[src/rtl/xrs_pkg.sv]
package xrs_pkg;

   typedef enum logic [3:0] {
      ST_IDLE       = 4'd0,
      ST_WAIT_SCAN  = 4'd1,
      ST_CFG_UPD    = 4'd2,
      ST_SCAN_ACK   = 4'd3,
      ST_PLL_RST    = 4'd4,
      ST_WAIT_LOCK  = 4'd5,
      ST_SETTLE     = 4'd6,
      ST_WAIT_FLOCK = 4'd7,
      ST_LTD        = 4'd8
   } xrs_state_e;

   typedef struct packed {
      logic tx;
      logic rxa;
      logic rxd;
      logic cfg;
      logic ack;
      logic pll;
      logic busy;
   } xrs_out_t;

   // Output levels that belong to each step of the sequence.
   function automatic xrs_out_t xrs_decode(input xrs_state_e s);
      xrs_out_t o;
      o = '0;
      case (s)
         ST_IDLE: o = '0;
         ST_WAIT_SCAN: begin
            o.tx = 1'b1; o.rxa = 1'b1; o.rxd = 1'b1; o.busy = 1'b1;
         end
         ST_CFG_UPD: begin
            o.tx = 1'b1; o.rxa = 1'b1; o.rxd = 1'b1; o.busy = 1'b1;
            o.cfg = 1'b1;
         end
         ST_SCAN_ACK: begin
            o.tx = 1'b1; o.rxa = 1'b1; o.rxd = 1'b1; o.busy = 1'b1;
            o.ack = 1'b1;
         end
         ST_PLL_RST: begin
            o.tx = 1'b1; o.rxa = 1'b1; o.rxd = 1'b1; o.busy = 1'b1;
            o.pll = 1'b1;
         end
         ST_WAIT_LOCK: begin
            o.tx = 1'b1; o.rxa = 1'b1; o.rxd = 1'b1; o.busy = 1'b1;
         end
         ST_SETTLE: begin
            o.rxa = 1'b1; o.rxd = 1'b1; o.busy = 1'b1;
         end
         ST_WAIT_FLOCK, ST_LTD: begin
            o.rxd = 1'b1; o.busy = 1'b1;
         end
         default: o = '0;
      endcase
      return o;
   endfunction

endpackage

[src/rtl/xrs_sync.sv]
module xrs_sync #(
   parameter int WIDTH  = 2,
   parameter int STAGES = 2
) (
   input  logic             clk_i,
   input  logic             rst_ni,
   input  logic [WIDTH-1:0] d_i,
   output logic [WIDTH-1:0] q_o
);

   if (STAGES < 2) begin : g_bad_stages
      $error("xrs_sync: STAGES must be at least 2");
   end
   if (WIDTH < 1) begin : g_bad_width
      $error("xrs_sync: WIDTH must be at least 1");
   end

   for (genvar g = 0; g < STAGES; g++) begin : g_stage
      logic [WIDTH-1:0] q;
      if (g == 0) begin : g_first
         always_ff @(posedge clk_i or negedge rst_ni) begin
            if (!rst_ni) q <= '0;
            else         q <= d_i;
         end
      end else begin : g_next
         always_ff @(posedge clk_i or negedge rst_ni) begin
            if (!rst_ni) q <= '0;
            else         q <= g_stage[g-1].q;
         end
      end
   end

   assign q_o = g_stage[STAGES-1].q;

endmodule

[src/rtl/xrs_timer.sv]
module xrs_timer #(
   parameter int W = 4
) (
   input  logic         clk_i,
   input  logic         rst_ni,
   input  logic         load_i,
   input  logic [W-1:0] load_val_i,
   output logic         zero_o
);

   if (W < 1) begin : g_bad_w
      $error("xrs_timer: W must be at least 1");
   end

   logic [W-1:0] cnt_q;

   always_ff @(posedge clk_i or negedge rst_ni) begin
      if (!rst_ni)            cnt_q <= '0;
      else if (load_i)        cnt_q <= load_val_i;
      else if (cnt_q != '0)   cnt_q <= cnt_q - W'(1);
   end

   assign zero_o = (cnt_q == '0);

endmodule

[src/rtl/xrs_rate_reset_seq.sv]
module xrs_rate_reset_seq
   import xrs_pkg::*;
#(
   parameter int PLL_RST_CYC = 4,
   parameter int SETTLE_CYC  = 5,
   parameter int LTD_CYC     = 16,
   parameter int SYNC_STAGES = 2
) (
   input  logic clk_i,
   input  logic rst_ni,
   input  logic reconfig_req_i,
   input  logic scan_complete_i,
   input  logic pll_lock_i,
   input  logic rx_freq_lock_i,
   output logic tx_dig_rst_o,
   output logic rx_ana_rst_o,
   output logic rx_dig_rst_o,
   output logic cfg_update_o,
   output logic scan_ack_o,
   output logic pll_rst_o,
   output logic busy_o,
   output logic done_o
);

   localparam int MAX_AB  = (PLL_RST_CYC > SETTLE_CYC) ? PLL_RST_CYC : SETTLE_CYC;
   localparam int MAX_CYC = (MAX_AB > LTD_CYC) ? MAX_AB : LTD_CYC;
   localparam int CNT_W   = (MAX_CYC < 2) ? 1 : $clog2(MAX_CYC);

   if (PLL_RST_CYC < 1) begin : g_bad_pll
      $error("xrs_rate_reset_seq: PLL_RST_CYC must be at least 1");
   end
   if (SETTLE_CYC < 1) begin : g_bad_settle
      $error("xrs_rate_reset_seq: SETTLE_CYC must be at least 1");
   end
   if (LTD_CYC < 1) begin : g_bad_ltd
      $error("xrs_rate_reset_seq: LTD_CYC must be at least 1");
   end

   // Lock synchronizers
   logic [1:0] lock_raw;
   logic [1:0] lock_sync;
   logic       pll_lock_s;
   logic       rx_flock_s;

   assign lock_raw = {rx_freq_lock_i, pll_lock_i};

   xrs_sync #(
      .WIDTH (2),
      .STAGES(SYNC_STAGES)
   ) u_sync (
      .clk_i (clk_i),
      .rst_ni(rst_ni),
      .d_i   (lock_raw),
      .q_o   (lock_sync)
   );

   assign pll_lock_s = lock_sync[0];
   assign rx_flock_s = lock_sync[1];

   // Shared interval timer
   logic             tmr_load;
   logic [CNT_W-1:0] tmr_val;
   logic             tmr_zero;

   xrs_timer #(
      .W(CNT_W)
   ) u_tmr (
      .clk_i     (clk_i),
      .rst_ni    (rst_ni),
      .load_i    (tmr_load),
      .load_val_i(tmr_val),
      .zero_o    (tmr_zero)
   );

   // Sequence state
   xrs_state_e state_q, state_d;
   xrs_out_t   out_q;
   logic       done_q, done_d;

   always_comb begin
      state_d  = state_q;
      tmr_load = 1'b0;
      tmr_val  = '0;
      case (state_q)
         ST_IDLE: begin
            if (reconfig_req_i) state_d = ST_WAIT_SCAN;
         end
         ST_WAIT_SCAN: begin
            if (scan_complete_i) state_d = ST_CFG_UPD;
         end
         ST_CFG_UPD: begin
            state_d = ST_SCAN_ACK;
         end
         ST_SCAN_ACK: begin
            state_d  = ST_PLL_RST;
            tmr_load = 1'b1;
            tmr_val  = CNT_W'(PLL_RST_CYC - 1);
         end
         ST_PLL_RST: begin
            if (tmr_zero) state_d = ST_WAIT_LOCK;
         end
         ST_WAIT_LOCK: begin
            if (pll_lock_s) begin
               state_d  = ST_SETTLE;
               tmr_load = 1'b1;
               tmr_val  = CNT_W'(SETTLE_CYC - 1);
            end
         end
         ST_SETTLE: begin
            if (!pll_lock_s) begin
               state_d  = ST_PLL_RST;
               tmr_load = 1'b1;
               tmr_val  = CNT_W'(PLL_RST_CYC - 1);
            end else if (tmr_zero) begin
               state_d = ST_WAIT_FLOCK;
            end
         end
         ST_WAIT_FLOCK: begin
            if (!pll_lock_s) begin
               state_d  = ST_PLL_RST;
               tmr_load = 1'b1;
               tmr_val  = CNT_W'(PLL_RST_CYC - 1);
            end else if (rx_flock_s) begin
               state_d  = ST_LTD;
               tmr_load = 1'b1;
               tmr_val  = CNT_W'(LTD_CYC - 1);
            end
         end
         ST_LTD: begin
            if (!pll_lock_s) begin
               state_d  = ST_PLL_RST;
               tmr_load = 1'b1;
               tmr_val  = CNT_W'(PLL_RST_CYC - 1);
            end else if (tmr_zero) begin
               state_d = ST_IDLE;
            end
         end
         default: state_d = ST_IDLE;
      endcase
   end

   assign done_d = (state_q == ST_LTD) && pll_lock_s && tmr_zero;

   always_ff @(posedge clk_i or negedge rst_ni) begin
      if (!rst_ni) begin
         state_q <= ST_IDLE;
         out_q   <= '0;
         done_q  <= 1'b0;
      end else begin
         state_q <= state_d;
         out_q   <= xrs_decode(state_d);
         done_q  <= done_d;
      end
   end

   assign tx_dig_rst_o = out_q.tx;
   assign rx_ana_rst_o = out_q.rxa;
   assign rx_dig_rst_o = out_q.rxd;
   assign cfg_update_o = out_q.cfg;
   assign scan_ack_o   = out_q.ack;
   assign pll_rst_o    = out_q.pll;
   assign busy_o       = out_q.busy;
   assign done_o       = done_q;

endmodule

[config.mk]
export PLATFORM = sky130hd
export DESIGN_NAME = xrs_rate_reset_seq
export DESIGN_NICKNAME = d
export VERILOG_FILES = /design/src/rtl/xrs_pkg.sv /design/src/rtl/xrs_sync.sv /design/src/rtl/xrs_timer.sv /design/src/rtl/xrs_rate_reset_seq.sv
export SDC_FILE = /design/constraint.sdc
export NUM_CORES = 1
export LEC_CHECK = 0
export ABC_CLOCK_PERIOD_IN_PS = 4010
export CORE_MARGIN = 2
export CORE_UTILIZATION = 55
export DETAILED_ROUTE_END_ITERATION = 8
export PLACE_DENSITY = 0.89
export SLEW_MARGIN = 0
export SYNTH_ARGS = -nofsm -noshare
export SYNTH_HDL_FRONTEND = slang
export SYNTH_SLANG_ARGS = --single-unit
[constraint.sdc]
create_clock -name clk_i -period 4.01 [get_ports clk_i]
set_clock_uncertainty 0.2 [all_clocks]
set_input_delay 0.802 -clock clk_i [delete_from_list [all_inputs] [get_ports clk_i]]
set_output_delay 0.802 -clock clk_i [all_outputs]
set_load 0.01 [all_outputs]
==> results.toml <==
[outcome]
status = "completed"

[placed_design]
dp_hpwl_um = 1110
placed_area_mm2 = 0.00103
portBuffers = 13
place_congestion = 0.812

[logic_synthesis]
netlist_area_um2 = 902
yosys_warnings = 0
yosysMostFrequentCell = "dfrtp_1"
synth_seq_cells = 19
synth_cells = 85
netlist_top_cells_area = "dfrtp_1, nand2_1, a21oi_1"
synth_top_area_share = 0.527
netlist_top_cells_count = "dfrtp_1, nand2_1, nor2_1"
synth_flop_cell = "dfrtp_1"
syn_nets = 92
synth_edf_count = 0
async_flop_share = 1.00
syn_avg_cell_area_um2 = 10.6
synth.distinct_cells = 37
yosysSeqAreaShare = 0.527
synth_area_leader_cell = "dfrtp_1"

[layout]
drive_gt1_frac = 0.102
multi_input_area_um2 = 390
nNetsFinal = 106
seq_area_um2 = 475
fin_util = 0.695
antenna_cells = 0
fillerInstances = 115
area_growth_pct = 17.3
fin_area_mm2 = 0.00106

[power_and_ir_drop]
p_switching_w = 0.000289
power_frac_comb = 0.454
peakVddDrop_v = 0.000470
p_clk_frac = 0.127
leakagePower_nw = 0.460
seqPwrFrac = 0.418
p_int_w = 0.000466
netSwitchingFraction = 0.383
cellPowerDensity_mw_per_mm2 = 713

[clocking]
cts_buffers = 3
ctsHoldBuffers = 0
clockRootBuffer = "clkbuf_4"
post_cts_resized = 0
clkTransAtPathRegs_ns = 0.10
clk_latency_ns = 0.30
htree_levels = 1
cts_tree = "done"
cts_sinks = 19
cts_max_path_buffers = 2
post_cts_buffers = 0

[timing]
min_period_ns = 2.34
drv_slew = 0
fmax_mhz = 427
min_period_over_period = 0.584
final_hold_viol_count = 0
rsz0062_at_grt = "no"
timing.slew.headroom = 0.471
whs_ns = 0.163
setup_tns_ns = 0
tightest_slew_ns = 0.791
finalSetupViolCount = 0

[grt]
busiest_layer = "met2"
grt_start_max_net_pins = 20
grtUsageMet1 = 0.245
grt-ovfl-total = 0
use_met2 = 0.293
grt_first_pass_wirelength_um = 2670
track_usage = 0.185
grt.met3_usage = 0.0449
grt_pass1_vias = 638
antenna_found_initial = 0

[floorplanning]
core_region_area_mm2 = 0.00152
die-area_mm2 = 0.00198
die_h_um = 44.5
rows = 14
initial_core_util = 0.592
die_width_um = 44.5
num_io_pins = 14

[worst_hold_path]
hp-class = "flop to flop"

[worst_setup_path]
critPathKind = "input pin to flop"
arrival_ns = 2.33
critPathRequiredTime_ns = 4.00
worstSetupStartpointType = "input pin"
worstPathMaxFanout = 4
critPathCaptureType = "flop"

[route]
first_pass_iters = 4
drt_iter0_drc = 9
wirelength_um = 1520
post_drt_wl_per_cell_um = 13.3
drc = 0
num_vias = 670
ant_nets = 0
viasPerCell = 5.88

[run]
drv_cap = 0
[routing by layer]
layer	routed length, um	up-vias	part of all wire
met2	751	14	0.50
met3	74	2	0.049
li1	-	330	-
met5	0	-	0
met1	671	324	0.44
met4	18	0	0.012
[critical path, cell delays in order]
cell and delay (ns):
clkdlybuf4s50_1 0.45, and2b_1 0.12, a2111oi_0 0.06, or4_4 0.60, nor3_4 0.22, nor2_1 0.08
[cells by family (layout without fill, tap and decap cells)]
| group | count (synthesis) | after routing | synth area share |
|---|---|---|---|
| buffers and inverters | 8 | 21 | 0.0402 |
| AO/OA/AOI/OAI | 16 | 16 | 0.123 |
| flip-flops | 19 | 19 | 0.527 |
| XOR/XNOR | 1 | 1 | 0.00971 |
| adder cells (fa/ha/maj) | 1 | 1 | 0.0139 |
| AND/OR/NAND/NOR | 40 | 40 | 0.286 |
[flip-flops by register name, indices dropped and copies added, names as in the netlist]
name / count
pll_rst_o: 1
busy_o: 1
u_sync.q_o: 2
state_q: 4
u_sync.g_stage.q: 2
tx_dig_rst_o: 1
rx_ana_rst_o: 1
scan_ack_o: 1
cfg_update_o: 1
done_o: 1
u_tmr.cnt_q: 4
[per-stage QoR]
step	setup slack, ns	power (W)	cells
floorplan	1.89	0.000566	85
global placement	1.39	0.000647	110
detailed placement	1.34	0.000664	110
CTS	1.67	0.000762	114
global route	1.57	0.000816	114
finish	1.67	0.000754	114
[cell type report]
| type | count | share of cell area |
|---|---|---|
| Clock buffer | 3 | 0.0213 |
| Clock inverter | 1 | 0.00473 |
| Inverter | 4 | 0.0142 |
| Multi-Input combinational cell | 58 | 0.369 |
| Sequential cell | 19 | 0.449 |
| Tap cell | 16 | 0.0189 |
| Timing Repair Buffer | 13 | 0.123 |
[layout by cell type (no fill, tap or decap), types with 4 or more instances in the layout]
cell type	synthesis	layout
clkdlybuf4s50_1	0	13
nor2_1	5	5
o21ai_0	4	4
inv_1	4	4
nor3_1	4	4
nand2_1	6	6
a21oi_1	4	4
dfrtp_1	19	19
[path summary, 6_finish.rpt]
path                                   startpoint            end  slack [ns]  cells past startpoint
max                               scan_complete_i   tx_dig_rst_o        1.67                      6
min                        u_sync.g_stage[0].q[0]  u_sync.q_o[0]        0.16                      0
max reg2reg                        u_tmr.cnt_q[0]   tx_dig_rst_o        1.88                      7
min reg2reg                u_sync.g_stage[0].q[0]  u_sync.q_o[0]        0.16                      0
max in group asynchronous                  rst_ni   rx_ana_rst_o        2.37                      1
min in group asynchronous                  rst_ni     state_q[1]        0.75                      1
[power groups by stage]
stage	combinational (W)	sequential, W	clock, W
floorplan	0.000266	0.000300	0
global placement	0.000329	0.000318	0
detailed placement	0.000344	0.000320	0
CTS	0.000347	0.000316	0.0000987
global route	0.000386	0.000324	0.000106
finish	0.000343	0.000316	0.0000960
(Power assumes the default switching activity.)
